===== config.mk =====
export PLATFORM = sky130hd
export DESIGN_NAME = rgb_row_shifter
export DESIGN_NICKNAME = d
export VERILOG_FILES = /design/src/rtl/rgb_row_pkg.sv /design/src/rtl/rgb_row_seq.sv /design/src/rtl/rgb_row_blank.sv /design/src/rtl/rgb_row_bits.sv /design/src/rtl/rgb_row_shifter.sv
export SDC_FILE = /design/constraint.sdc
export NUM_CORES = 1
export LEC_CHECK = 0
export ABC_AREA = 1
export BUFFER_PORTS_ARGS = -buffer_cell sky130_fd_sc_hd__buf_2
export CAP_MARGIN = 20
export CORE_MARGIN = 5
export CORE_UTILIZATION = 45
export DETAILED_ROUTE_END_ITERATION = 8
export GPL_TIMING_DRIVEN = 0
export PLACE_DENSITY = 0.82
export SYNTH_ARGS = -nofsm -noshare
export SYNTH_HDL_FRONTEND = slang
export SYNTH_SLANG_ARGS = --single-unit

===== constraint.sdc =====
create_clock -name clk -period 2.4 [get_ports clk]
set_clock_uncertainty 0.2 [all_clocks]
set_input_delay 0.48 -clock clk [delete_from_list [all_inputs] [get_ports clk]]
set_output_delay 0.48 -clock clk [all_outputs]
set_load 0.005 [all_outputs]

===== src/rtl/rgb_row_pkg.sv =====
package rgb_row_pkg;
    localparam int COLS     = 64;
    localparam int ROW_W    = 4;
    localparam int PLANE_W  = 3;
    localparam int COMP_W   = 8;
    localparam int BRIGHT_W = 7;
    localparam int COL_W    = $clog2(COLS);
    localparam int PIX_W    = 3 * COMP_W;

    typedef struct packed {
        logic [ROW_W-1:0]    row;
        logic [PLANE_W-1:0]  plane;
        logic [BRIGHT_W-1:0] bright;
        logic [PLANE_W-1:0]  split;
    } job_t;

    // Column from which the panel is kept dark for this job.
    function automatic logic [BRIGHT_W-1:0] blank_from(job_t j);
        logic [PLANE_W:0] sh;
        if (j.plane != '0 && j.plane <= j.split) begin
            sh = {1'b0, j.split} - {1'b0, j.plane} + 1'b1;
            return j.bright >> sh;
        end
        return j.bright;
    endfunction
endpackage


===== src/rtl/rgb_row_seq.sv =====
module rgb_row_seq
    import rgb_row_pkg::*;
#(
    parameter int NCOL = COLS
) (
    input  logic                     clk,
    input  logic                     rst,
    input  logic                     start_i,
    input  job_t                     job_i,
    output logic                     busy_o,
    output logic [$clog2(NCOL)-1:0]  col_o,
    output job_t                     job_o
);
    localparam int CW = $clog2(NCOL);
    localparam logic [CW-1:0] LAST = CW'(NCOL - 1);

    logic          busy_q;
    logic [CW-1:0] col_q;
    job_t          job_q;

    always_ff @(posedge clk) begin
        if (rst) begin
            busy_q <= 1'b0;
            col_q  <= '0;
            job_q  <= '0;
        end else if (!busy_q) begin
            if (start_i) begin
                busy_q <= 1'b1;
                col_q  <= '0;
                job_q  <= job_i;
            end
        end else if (col_q == LAST) begin
            busy_q <= 1'b0;
        end else begin
            col_q <= col_q + 1'b1;
        end
    end

    assign busy_o = busy_q;
    assign col_o  = col_q;
    assign job_o  = job_q;

    // a start during a transfer neither restarts the column nor changes the job
    a_r9_col_advances: assert property (@(posedge clk) disable iff (rst)
        (busy_q && col_q != LAST) |=> (busy_q && col_q == $past(col_q) + 1'b1));
    a_r9_job_held: assert property (@(posedge clk) disable iff (rst)
        (busy_q && col_q != LAST) |=> $stable(job_q));
endmodule


===== src/rtl/rgb_row_blank.sv =====
module rgb_row_blank
    import rgb_row_pkg::*;
#(
    parameter int NCOL = COLS
) (
    input  job_t                     job_i,
    input  logic [$clog2(NCOL)-1:0]  col_i,
    output logic                     dark_o
);
    localparam int CW = $clog2(NCOL);
    logic [BRIGHT_W-1:0] edge_col;
    logic                at_end;

    always_comb begin
        edge_col = blank_from(job_i);
        at_end   = (col_i == '0) || (col_i == CW'(NCOL - 1));
        dark_o   = at_end || (BRIGHT_W'(col_i) >= edge_col);
    end
endmodule


===== src/rtl/rgb_row_bits.sv =====
module rgb_row_bits
    import rgb_row_pkg::*;
#(
    parameter int CW = COMP_W
) (
    input  logic [3*CW-1:0]        pix_i,
    input  logic [PLANE_W-1:0]     plane_i,
    output logic [2:0]             rgb_o
);
    for (genvar c = 0; c < 3; c++) begin : g_comp
        logic [CW-1:0] comp;
        assign comp     = pix_i[c*CW +: CW];
        assign rgb_o[c] = comp[plane_i];
    end
endmodule


===== src/rtl/rgb_row_shifter.sv =====
module rgb_row_shifter
    import rgb_row_pkg::*;
#(
    parameter int NCOL = COLS
) (
    input  logic                   clk,
    input  logic                   rst,
    input  logic                   start_i,
    input  logic [ROW_W-1:0]       row_i,
    input  logic [PLANE_W-1:0]     plane_i,
    input  logic [BRIGHT_W-1:0]    bright_i,
    input  logic [PLANE_W-1:0]     split_i,
    output logic                   pix_req_o,
    output logic [$clog2(NCOL)-1:0] pix_col_o,
    input  logic [PIX_W-1:0]       pix_hi_i,
    input  logic [PIX_W-1:0]       pix_lo_i,
    output logic [2:0]             rgb_hi_o,
    output logic [2:0]             rgb_lo_o,
    output logic                   shift_o,
    output logic                   latch_o,
    output logic                   oe_n_o,
    output logic [ROW_W-1:0]       addr_o,
    output logic                   done_o
);
    localparam int CW = $clog2(NCOL);

    job_t          job_in, job;
    logic          busy, dark;
    logic [CW-1:0] col;
    logic [2:0]    bits_hi, bits_lo;

    assign job_in = '{row: row_i, plane: plane_i, bright: bright_i, split: split_i};

    rgb_row_seq #(.NCOL(NCOL)) u_seq (
        .clk(clk), .rst(rst), .start_i(start_i), .job_i(job_in),
        .busy_o(busy), .col_o(col), .job_o(job)
    );

    rgb_row_blank #(.NCOL(NCOL)) u_blank (
        .job_i(job), .col_i(col), .dark_o(dark)
    );

    rgb_row_bits #(.CW(COMP_W)) u_bits_hi (
        .pix_i(pix_hi_i), .plane_i(job.plane), .rgb_o(bits_hi)
    );
    rgb_row_bits #(.CW(COMP_W)) u_bits_lo (
        .pix_i(pix_lo_i), .plane_i(job.plane), .rgb_o(bits_lo)
    );

    assign pix_req_o = busy;
    assign pix_col_o = col;

    always_ff @(posedge clk) begin
        if (rst) begin
            shift_o  <= 1'b0;
            latch_o  <= 1'b0;
            oe_n_o   <= 1'b1;
            addr_o   <= '0;
            rgb_hi_o <= '0;
            rgb_lo_o <= '0;
            done_o   <= 1'b0;
        end else begin
            shift_o  <= busy;
            latch_o  <= busy && (col == CW'(NCOL - 1));
            oe_n_o   <= busy ? dark : 1'b1;
            rgb_hi_o <= busy ? bits_hi : 3'b000;
            rgb_lo_o <= busy ? bits_lo : 3'b000;
            done_o   <= latch_o;
            if (busy)
                addr_o <= (job.plane == '0) ? job.row - 1'b1 : job.row;
        end
    end

    // the latch cycle is a data strobe with the panel dark
    a_r3_latch_dark: assert property (@(posedge clk) disable iff (rst)
        latch_o |-> (shift_o && oe_n_o));
    // done follows a latch and nothing else
    a_r8_done_after_latch: assert property (@(posedge clk) disable iff (rst)
        latch_o |=> done_o);
    a_r8_done_source: assert property (@(posedge clk) disable iff (rst)
        done_o |-> $past(latch_o));
    // address steady inside a transfer
    a_r7_addr_steady: assert property (@(posedge clk) disable iff (rst)
        (shift_o && $past(shift_o)) |-> $stable(addr_o));
    // dark whenever nothing shifts
    a_r11_idle_dark: assert property (@(posedge clk) disable iff (rst)
        !shift_o |-> oe_n_o);
    // first strobe of a transfer is dark
    a_r4_first_dark: assert property (@(posedge clk) disable iff (rst)
        $rose(shift_o) |-> oe_n_o);
endmodule


### Word level (Yosys, flattened, before mapping)

Cells that the tools add are included.

* register bits: 38
* input bits: 68
* output and inout port bits: 21
* word-level logic and storage cells: 57

* $add $sub $neg: 4
* order comparisons: 3
* equality and inequality tests: 2
* shifts and indexed selects: 1
* muxes and demuxes: 22
* bitwise logic cells: 1
* reduce and logical (&&, ||, !) cells: 11

Operator list (number)
* 1-bit binary-select mux with 3-bit select: 6
* 6-bit 2-to-1 mux: 3
* 7-bit 2-to-1 mux: 2
* 1-bit 2-to-1 mux: 10
* 6-bit by 7-bit >= comparator with 1-bit output: 1
* 7-bit by 4-bit >> shifter with 7-bit output: 1
* 6-bit by 1-bit adder with 6-bit output (second input constant): 1
* 6-bit equality test (second input constant): 1
* 6-bit logical NOT: 1
* 4-bit by 1-bit adder with 4-bit output (second input constant): 1
* 3-bit by 4-bit < comparator with 1-bit output (second input constant): 1
* 4-bit 2-to-1 mux: 1
* 2-bit AND reduction: 2
* 3-bit by 3-bit subtractor with 4-bit output: 1
* 4-bit by 1-bit subtractor with 4-bit output (second input constant): 1
* 3-bit less-or-equal comparator: 1
* 3-bit logical NOT: 1
* 3-bit nonzero test: 1
* 1-bit logical AND: 2
* 1-bit logical OR: 2
* 2-bit != test (second input constant): 1
* 2-bit nonzero test: 1
* 2-bit OR reduction: 1
* 1-bit NOT: 1

### Longest topological paths before layout

Gate-level depths: netlist of run 1.

* depth in word-level cells: 7
* depth in mapped cells: 24
* depth with buffers taken out: 23

### Cells and area by module

A second synthesis of run 1 with hierarchy kept.

* cells, all modules: 489
* area, all modules: 2906.5 sq um

By module, submodules not included
* rgb_row_seq: instances 1, cells an instance 128, area each 974.7 sq um, seq. area each 480.5 sq um
* rgb_row_blank: instances 1, cells an instance 127, area each 704.4 sq um, seq. area each 0.0 sq um
* rgb_row_bits: instances 2, cells an instance 80, area each 335.3 sq um, seq. area each 0.0 sq um
* rgb_row_shifter: instances 1, cells an instance 74, area each 556.8 sq um, seq. area each 280.3 sq um

### Worst setup path after synthesis of run 1

Ideal clock, no wire load.

* kind: register to register
* start: register u_seq.job_q, in the netlist u_seq.job_o[10]
* end: register oe_n_o
* setup time: 0.118 ns
* arrival time: 2.329 ns
* required time: 2.082 ns
* slack: -0.247 ns
* stages on the path, launching flop included: 17
* buffers on the path: 2
* clock period less this slack: 2.647 ns
* path through: dfxtp_1 -> buf_4 -> inv_4 -> buf_4 -> ha_1 -> ha_1 -> ha_1 -> inv_1 -> nand3_1 -> nand2_1 -> o21ai_0 -> ha_1 -> a21o_1 -> a21oi_1 -> nand2_1 -> nand2_1 -> nand2_1

* cells in the longest elaborated chain, start to end: 7
* elaborated cells on any way between the ends: 11
* those cells by class: 2 x add/sub; 2 x order compare; 1 x shift; 3 x mux; 3 x reduce/logical

Ends and longest elaborated chain
* from (decl): RTL line rgb_row_seq.sv:19 `job_t job_q;`
* from (signal assigned): RTL line rgb_row_seq.sv:30 `job_q <= job_i;`
* 3-bit by 3-bit subtractor with 4-bit output: RTL line rgb_row_pkg.sv:21 `sh = {1'b0, j.split} - {1'b0, j.plane} + 1'b1;`
* 4-bit by 1-bit adder with 4-bit output: RTL line rgb_row_pkg.sv:21
* 7-bit by 4-bit >> shifter with 7-bit output: RTL line rgb_row_pkg.sv:22 `return j.bright >> sh;`
* 7-bit 2-to-1 mux: RTL line rgb_row_pkg.sv:20 `if (j.plane != '0 && j.plane <= j.split) begin`
* 7-bit 2-to-1 mux (*): RTL line rgb_row_pkg.sv:24 `return j.bright;`
* 6-bit by 7-bit >= comparator with 1-bit output (*): RTL line rgb_row_blank.sv:17 `dark_o = at_end || (BRIGHT_W'(col_i) >= edge_col);`
* 1-bit logical OR (*): RTL line rgb_row_blank.sv:17
* to (signal assigned): RTL line rgb_row_shifter.sv:65 `oe_n_o <= busy ? dark : 1'b1;`
* to (decl): RTL line rgb_row_shifter.sv:21 `output logic oe_n_o,`

Every way passes the cells marked *; elsewhere a longest branch is shown, timed or not. The select of a mux whose other input is x is not followed.
A chain may end at the register's enable or synchronous reset.

### Final worst setup path of run 1

* start: register u_seq.job_q, in the netlist u_seq.job_o[2]
* end: register oe_n_o

The elaborated chain is that of the path after synthesis.

==> metrics.cfg, run 1 <==
[power_and_ir_drop]
p_per_area_nw_per_um2 = 561
p_leak_nw = 1.61
ir_worst_vdd_v = 0.000413

[timing]
fin_ws_ns = -0.182
rsz0062_at_grt = true
worst_slew_pin_slew_ns = 0.493
finalHoldViolations = 0
final-setup-viol-count = 1
slew_headroom_pct = 67.1
fin_setup_tns_ns = -0.182
finalCritPeriodShare_pct = 108
hold_ws_ns = 0.227
period_needed_ns = 2.58
final_max_slew_viol_count = 0
fmax_ghz = 0.387

[synth]
synth_area_um2 = 2530
synthXorXnorAreaFrac_pct = 0.692
synth-edff-count = 0
synth_seq_area_share_pct = 30.0
netlist_instances = 382
yosys.area.top_type_share_pct = 30.0
postSynthNetCount = 467
synthAdderAreaFrac_pct = 8.40
syn_area_per_cell_um2 = 6.63
synth_area_leaders = dfxtp_1, nor2_1, o21ai_0
synth_compound_area_share_pct = 20.4
synth_top_family_by_area = simple AND/OR/NAND/NOR gates
async_reset_ff_share_pct = 0
synth_flop_cell = dfxtp_1
synthSimpleGateAreaFrac_pct = 30.5
synth_cell_types = 34
synth_seq_cells = 38
synth_mux_area_share_pct = 0
yosysWarnings = 0
yosysTopAreaCell = dfxtp_1

[worst_hold_path]
hold_path_depth = 2
hold_path_class = reg2reg
min_from = latch_o

[worst_setup_path]
worstPathRequired_ns = 2.39
cp.depth = 21
crit_family = simple AND/OR/NAND/NOR gates
crit_arrival_ns = 2.58
slowest_delay_ns = 0.35
crit_end = oe_n_o
cp_max_fo = 4
crit_top_cell = nand2_1
cp_cell_sequence = inv_2 > ha_4 > xnor2_4 > ha_4 > inv_2 > nand2_4 > inv_4 > nand2_2 > nand2_2 > nor2_1 > nand3_1 > nand2_2 > ha_4 > o21ai_2 > nand2_1 > nand2_1 > nand2_1 > nand2_1 > nand2_1 > nand2_1 > nand2_1
crit_buf_inv = 3
r2r_end = oe_n_o
reg2reg_depth = 21
r2r-start = u_seq.job_o[2]
slowest_stage = dfxtp_2
cp-end-kind = flop
reg2reg_slack_ns = -0.18
critPathKind = reg2reg
startpoint_type = flop
startpoint = u_seq.job_o[2]

[finish]
register_area_um2 = 772
mostFrequentLayoutCell = buf_2
areaGrowthSynthToFinish_pct = 32.4
fin_util_pct = 61.3
layout_common_cells = buf_2, nor2_1, nand2_1, o21ai_0, dfxtp_1
fillers = 529
multi_input_area_um2 = 1660
nets = 566
antennaDiodeCount = 0
final_area_um2 = 3350
drive_above_1_share_pct = 34.0
layoutNonFillerInstCount = 554

[drt]
wl_per_cell_um = 13.8
drc = 0
first_iter_violations = 103
antenna_left = 0
viasPerCell = 5.14
met2_wirelength_um = 3620
routed_wl_um = 7660
route.top_layer_used = met4
wirelength_met1_um = 3210
vias = 2848
wl_met3_um = 679
drt_first_pass_iters = 4

[grt]
grt_max_degree = 13
grt_pass1_wl_um = 12800
antenna_found_initial = 0
grt_usage_pct = 21.4
grt.overflow.total = 0
grt_pass1_vias = 2893

[placement]
place_inst = 542
dpl.hpwl_um = 5850
gp_congestion = 0.948
io_buffers = 88
dpl_cell_area_um2 = 3130

[clock_tree]
cts_made_buffers = 5
cts_sinks = 38
htree_levels = 2
clockBufferDepth = 2
clk_pin_slew_worst_paths_ns = 0.08
cts_tree = done
clk_latency_ns = 0.30
cts_root_buf = clkbuf_8

[floorplan]
rows = 27
coreArea_um2 = 5470
die_h_um = 85.0
die-area_um2 = 7230
start_util_pct = 46.3
num_io_pins = 89
fp.dieW_um = 85.0

[outcome]
outcome = complete, but fails checks
violations = setup timing

[flow_run]
drv_cap = 0

-- cells in the mapped netlist, types with 4 or more instances --
cell,instances
buf_4,5
nand2_1,60
o21ai_0,47
nand3_1,22
inv_4,4
o21ai_1,6
o22ai_1,6
o211ai_1,9
inv_2,4
buf_2,8
a21oi_1,21
dfxtp_1,38
ha_1,17
nor2_1,77
inv_1,33
-- metrics by stage --
| stage | worst slack (ns) | power [mW] |
|---|---|---|
| 3_5_place_dp | -0.396 | 1.35 |
| 6_report | -0.182 | 1.88 |
| 2_1_floorplan | -0.0878 | 1.16 |
| 4_1_cts | -0.247 | 1.86 |
| 3_3_place_gp | -0.290 | 1.33 |
| 5_1_grt | -0.384 | 2.02 |
-- area by class of cell --
class / instances / area share, %
multi-input combinational: 287 / 49.4
sequential: 38 / 23.0
timing repair buffer: 93 / 14.3
inverter: 41 / 5.11
buffer: 15 / 2.72
tap: 72 / 2.69
clock buffer: 6 / 2.46
clock inverter: 2 / 0.373
-- state kept, by name, summed over array words and instances, names as in the netlist --
name	count
oe_n_o	1
u_seq.busy_o	1
rgb_hi_o	3
rgb_lo_o	3
u_seq.col_o	6
shift_o	1
addr_o	4
done_o	1
u_seq.job_o	17
latch_o	1
-- worst reg2reg max path: stages (launching register included) --
cell and delay (ns):
dfxtp_2 0.35, inv_2 0.06, ha_4 0.30, xnor2_4 0.13, ha_4 0.15, inv_2 0.04
nand2_4 0.07, inv_4 0.04, nand2_2 0.06, nand2_2 0.06, nor2_1 0.08, nand3_1 0.11
nand2_2 0.10, ha_4 0.20, o21ai_2 0.13, nand2_1 0.07, nand2_1 0.06, nand2_1 0.05
nand2_1 0.06, nand2_1 0.05, nand2_1 0.07, nand2_1 0.05
-- what timing repair did --
action / 4_1_cts / 5_1_grt
setup endpoints to repair: 1 / 1
setup buffers: 4 / 1
hold buffers: 0 / 0
pin swaps: 11 / 12
gates resized for setup: 14 / 17
-- metal layers --
metal | GRT usage (%) | vias up
li1 | - | 1454
met1 | 25.3 | 1270
met2 | 37.4 | 107
met3 | 4.66 | 17
met4 | 8.78 | 0
met5 | 0 | -
-- power by group --
| group | internal (mW) | total [mW] | switching, mW |
|---|---|---|---|
| clock | 0.231 | 0.474 | 0.243 |
| sequential | 0.672 | 0.705 | 0.0328 |
| combinational | 0.297 | 0.704 | 0.406 |
| total | 1.20 | 1.88 | 0.682 |
-- how the worst min path moves through the flow --
stage                endpoint  slack [ns]
2_1_floorplan          done_o        0.22
4_1_cts                done_o        0.23
5_1_grt        u_seq.job_o[3]        0.23
3_3_place_gp           done_o        0.22
3_5_place_dp           done_o        0.22
6_report               done_o        0.23
-- cell families after synthesis --
kind of cell / Yosys count
DFF: 38
and+or+nand+nor: 175
xor gates and xnor gates: 2
adders and majority gates: 17
AOI/OAI and AO/OA: 93
buffers and inverters: 57
No activity file was read; power rests on OpenSTA's default activity.
==> inputs of run 2 (changes only) <==
CORE_ASPECT_RATIO = 0.7   (was not set)
==> metrics.cfg, run 2 (synthesis gave the netlist of run 1 again) <==
[clock_tree]
clk_latency_ns = 0.29  ; was 0.30 ns
cts_root_buf = clkbuf_8  ; unchanged
clk_pin_slew_worst_paths_ns = 0.08  ; about the same
htree_levels = 2  ; unchanged
clockBufferDepth = 2  ; unchanged
cts_tree = done  ; unchanged
cts_sinks = 38  ; unchanged
cts_hold_buffers = 0  ; unchanged
cts_made_buffers = 5  ; unchanged

[drt]
drc = 0  ; unchanged
drt_first_pass_iters = 4  ; unchanged
viasPerCell = 5.29  ; was 5.14
routed_wl_um = 8020  ; was 7660 um
vias = 2952  ; was 2,848
first_iter_violations = 179  ; was 103
antenna_left = 0  ; unchanged
wl_per_cell_um = 14.4  ; was 13.8 um

[finish]
layoutNonFillerInstCount = 558  ; was 554
fin_util_pct = 63.0  ; was 61.3%
largest_reg_flops = 17  ; unchanged
antennaDiodeCount = 0  ; unchanged
drive_above_1_share_pct = 33.7  ; was 34.0%
mostFrequentLayoutCell = buf_2  ; unchanged
areaGrowthSynthToFinish_pct = 32.8  ; was 32.4%
nets = 571  ; was 566
layout_common_cells = buf_2, nor2_1, nand2_1, o21ai_0, dfxtp_1  ; unchanged

[placement]
dpl_worst_slack_ns = -0.363  ; was -0.396 ns
dpl.hpwl_um = 5910  ; was 5850 um
gp_congestion = 0.912  ; was 0.948
io_buffers = 88  ; unchanged
place_inst = 542  ; unchanged

[timing]
worst_slew_pin_slew_ns = 0.490  ; was 0.493 ns
rsz0062_at_grt = true  ; unchanged
fin_ws_ns = -0.277  ; was -0.182 ns
final_max_slew_viol_count = 0  ; unchanged
finalCritPeriodShare_pct = 112  ; was 108%
final-setup-viol-count = 1  ; unchanged
finalHoldViolations = 0  ; unchanged
fmax_ghz = 0.374  ; was 0.387 GHz
period_needed_ns = 2.68  ; was 2.58 ns
fin_setup_tns_ns = -0.277  ; was -0.182 ns
slew_headroom_pct = 67.3  ; was 67.1%

[grt]
grt_usage_pct = 21.9  ; was 21.4%
grt_max_degree = 11  ; was 13
antenna_found_initial = 0  ; unchanged
grt.overflow.total = 0  ; unchanged
grt_pass1_wl_um = 12900  ; was 12,800 um
grt_pass1_vias = 2780  ; was 2,893

[worst_hold_path]
hold_path_class = reg2reg  ; unchanged
min_from = latch_o  ; unchanged

[worst_setup_path]
crit_arrival_ns = 2.64  ; was 2.58 ns
critPathKind = reg2reg  ; unchanged
cp-end-kind = flop  ; unchanged
startpoint_type = flop  ; unchanged
reg2reg_slack_ns = -0.28  ; was -0.18 ns
r2r-start = u_seq.job_o[2]  ; unchanged
cp_max_fo = 4  ; unchanged
worstPathRequired_ns = 2.37  ; was 2.39 ns
startpoint = u_seq.job_o[2]  ; unchanged

[floorplan]
rows = 22  ; was 27
die-area_um2 = 7250  ; was 7230 um2
num_io_pins = 89  ; unchanged
fp.dieW_um = 99.7  ; was 85.0 um
coreArea_um2 = 5340  ; was 5470 um2
start_util_pct = 47.4  ; was 46.3%
die_h_um = 72.8  ; was 85.0 um

[power_and_ir_drop]
p_leak_nw = 1.62  ; was 1.61 nW
ir_worst_vdd_v = 0.000401  ; was 0.000413 V
power_mw = 1.85  ; was 1.88 mW
p_per_area_nw_per_um2 = 552  ; was 561 nW/um2

[outcome]
outcome = complete, but fails checks  ; unchanged
violations = setup timing  ; unchanged

[flow_run]
drv_cap = 0  ; unchanged

==> run 2: worst paths after layout <==
check,end,cells past startpoint
min reg2reg,done_o,2
max reg2reg,oe_n_o,17
max,oe_n_o,17
min,done_o,2
==> run 2: area by class of cell <==
cell class / count / area [um2]
Fill cell: 487 / 1980
Multi-Input combinational cell: 287 / 1650
Sequential cell: 38 / 768
Timing Repair Buffer: 98 / 515
Inverter: 41 / 171
Buffer: 15 / 91.3
Tap cell: 72 / 90.1
Clock buffer: 7 / 76.3
==> run 2: critical path: stages (launching register included) <==
cell and delay [ns]:
dfxtp_2 0.33, inv_1 0.07, ha_4 0.32, xnor2_4 0.13, ha_4 0.15, inv_2 0.04, nand2_4 0.06, inv_2 0.05
nand2_2 0.06, nand2_2 0.07, nor3_2 0.21, a21oi_2 0.10, ha_1 0.33, and3_1 0.19, nand2_1 0.05, nand2_1 0.05
nand2_1 0.08, nand2_1 0.07
==> run 2: report_power, final <==
group | internal [mW] | total, mW | leakage, nW | switching (mW)
Combinational | 0.302 | 0.721 | 1.27 | 0.419
Sequential | 0.673 | 0.708 | 0.314 | 0.0351
Clock | 0.200 | 0.426 | 0.0383 | 0.225
==> run 2: repair_timing <==
action	CTS	global route
endpoints found under the setup margin	1	1
gates resized for setup	24	4
setup buffers	8	2
endpoints found under the hold margin	0	0
pin swaps	12	9
==> run 2: layer usage <==
| layer | global-route usage, % | share of wire, % | vias to the layer above |
|---|---|---|---|
| met5 | 0 | 0 | - |
| met4 | 6.67 | 1.2 | 0 |
| met3 | 3.92 | 7.0 | 11 |
| met2 | 35.6 | 47 | 104 |
| met1 | 29.8 | 45 | 1378 |
| li1 | - | - | 1459 |
==> run 2: per-stage QoR <==
stage                     cell area, um2  hold WS, ns
after floorplan                     2600        0.220
after global placement              3130        0.213
after detailed placement            3130        0.218
after CTS                           3350        0.231
after global routing                3360        0.247
final                               3360        0.223
==> inputs of run 3 (changes only) <==
CAP_MARGIN = not set   (was 20)
CELL_PAD_IN_SITES_DETAIL_PLACEMENT = 1   (was not set)
CELL_PAD_IN_SITES_GLOBAL_PLACEMENT = 1   (was not set)
CORE_UTILIZATION = 31   (was 45)
PLACE_DENSITY = 0.83   (was 0.82)
==> metrics.cfg, run 3 (synthesis gave the netlist of run 1 again) <==
[finish]
areaGrowthSynthToFinish_pct = 35.8  ; was 32.8%
final_area_um2 = 3440  ; was 3360 um2
nets = 568  ; was 571
fillers = 1076  ; was 487
multi_input_area_um2 = 1650  ; about the same
layout_common_cells = buf_2, nor2_1, nand2_1, o21ai_0, dfxtp_1  ; unchanged
mostFrequentLayoutCell = buf_2  ; unchanged
fin_util_pct = 43.5  ; was 63.0%
drive_above_1_share_pct = 34.0  ; was 33.7%
register_area_um2 = 767  ; was 768 um2
largest_reg_flops = 17  ; unchanged

[clock_tree]
cts_hold_buffers = 0  ; unchanged
cts_sinks = 38  ; unchanged
cts_root_buf = clkbuf_16  ; was clkbuf_8
clockBufferDepth = 2  ; unchanged
clk_pin_slew_worst_paths_ns = 0.06  ; was 0.08 ns
htree_levels = 2  ; unchanged
cts_tree = done  ; unchanged
clk_latency_ns = 0.28  ; was 0.29 ns
cts_made_buffers = 5  ; unchanged

[outcome]
violations = setup timing  ; unchanged
outcome = complete, but fails checks  ; unchanged

[floorplan]
coreArea_um2 = 7910  ; was 5340 um2
start_util_pct = 32.0  ; was 47.4%
rows = 27  ; was 22
num_io_pins = 89  ; unchanged
die-area_um2 = 10100  ; was 7250 um2
fp.dieW_um = 118  ; was 99.7 um
die_h_um = 85.6  ; was 72.8 um

[timing]
final-setup-viol-count = 1  ; unchanged
fin_ws_ns = -0.235  ; was -0.277 ns
finalHoldViolations = 0  ; unchanged
fmax_ghz = 0.380  ; was 0.374 GHz
period_needed_ns = 2.63  ; was 2.68 ns
final_max_slew_viol_count = 0  ; unchanged
finalCritPeriodShare_pct = 110  ; was 112%
slew_headroom_pct = 64.3  ; was 67.3%
worst_slew_pin_slew_ns = 0.536  ; was 0.490 ns
rsz0062_at_grt = true  ; unchanged
hold_ws_ns = 0.240  ; was 0.223 ns
fin_setup_tns_ns = -0.235  ; was -0.277 ns

[placement]
dpl_cell_area_um2 = 3170  ; was 3130 um2
io_buffers = 88  ; unchanged
dpl.hpwl_um = 7290  ; was 5910 um
gp_congestion = 0.846  ; was 0.912

[drt]
route.top_layer_used = met4  ; unchanged
drc = 0  ; unchanged
routed_wl_um = 9550  ; was 8020 um
antenna_left = 0  ; unchanged
wl_met3_um = 317  ; was 558 um
drt_first_pass_iters = 4  ; unchanged
first_iter_violations = 104  ; was 179
met2_wirelength_um = 4600  ; was 3740 um
vias = 2929  ; was 2,952
viasPerCell = 5.02  ; was 5.29
wirelength_met1_um = 4520  ; was 3620 um
wl_per_cell_um = 16.4  ; was 14.4 um

[grt]
grt_pass1_wl_um = 15300  ; was 12,900 um
antenna_found_initial = 1  ; was 0
grt_usage_pct = 18.6  ; was 21.9%
grt_pass1_vias = 3154  ; was 2,780
grt_max_degree = 11  ; unchanged
grt.overflow.total = 0  ; unchanged

[worst_setup_path]
startpoint_type = flop  ; unchanged
worstPathRequired_ns = 2.37  ; about the same
reg2reg_slack_ns = -0.23  ; was -0.28 ns
cp-end-kind = flop  ; unchanged
critPathKind = reg2reg  ; unchanged
cp_max_fo = 3  ; was 4
crit_arrival_ns = 2.60  ; was 2.64 ns

[power_and_ir_drop]
p_per_area_nw_per_um2 = 612  ; was 552 nW/um2
power_mw = 2.11  ; was 1.85 mW
ir_worst_vdd_v = 0.000291  ; was 0.000401 V
p_leak_nw = 1.64  ; was 1.62 nW

[worst_hold_path]
hold_path_class = reg2reg  ; unchanged

[flow_run]
drv_cap = 0  ; unchanged

[run 3: cell type report]
class,instances,area share [%]
diodes,1,0.0728
plain buffers,15,2.66
clock buffers,6,4.04
inverters,41,4.98
multi-input cells,287,47.9
flip-flops and latches,38,22.3
well taps,101,3.67
repair buffers,95,14.3
[run 3: per-stage QoR]
step                      std cells  worst slack (ns)
after global placement          571            -0.360
after floorplan                 382           -0.0878
after CTS                       580            -0.239
after detailed placement        571            -0.443
final                           584            -0.235
after global routing            584            -0.433
[run 3: critical path: stages, from the launching register on]
cell     delay [ns]
dfxtp_2        0.32
inv_2          0.05
ha_4           0.28
inv_2          0.05
ha_4           0.16
ha_4           0.15
inv_2          0.06
nand2_4        0.05
inv_2          0.06
nand2_2        0.06
nand2_4        0.09
buf_4          0.11
nand3_1        0.09
nor2_1         0.10
nor2_1         0.05
ha_1           0.17
a21o_1         0.17
a21oi_2        0.13
nand2_1        0.07
nand2_1        0.05
nand2_1        0.06
[run 3: worst paths after layout]
path	start	end	cells past startpoint
setup / recovery	u_seq.job_o[1]	oe_n_o	20
hold / removal	latch_o	done_o	2
setup reg to reg	u_seq.job_o[1]	oe_n_o	20
hold reg to reg	latch_o	done_o	2
[run 3: repair_timing]
action,4_1_cts,5_1_grt
gates resized for setup,16,13
endpoints found under the setup margin,1,1
pin swaps,8,11
buffers inserted,3,4
cloned,0,0
[run 3: layer usage]
metal / vias up / track usage, %
li1: 1456 / -
met1: 1406 / 24.4
met2: 57 / 32.3
met3: 10 / 3.43
met4: 0 / 3.44
met5: - / 0
[run 3: report_power, final]
group | leakage, nW | total, mW | switching [mW] | internal, mW
Clock | 0.0688 | 0.658 | 0.256 | 0.402
Combinational | 1.26 | 0.739 | 0.436 | 0.304
Sequential | 0.314 | 0.710 | 0.0352 | 0.674
Total | 1.64 | 2.11 | 0.727 | 1.38
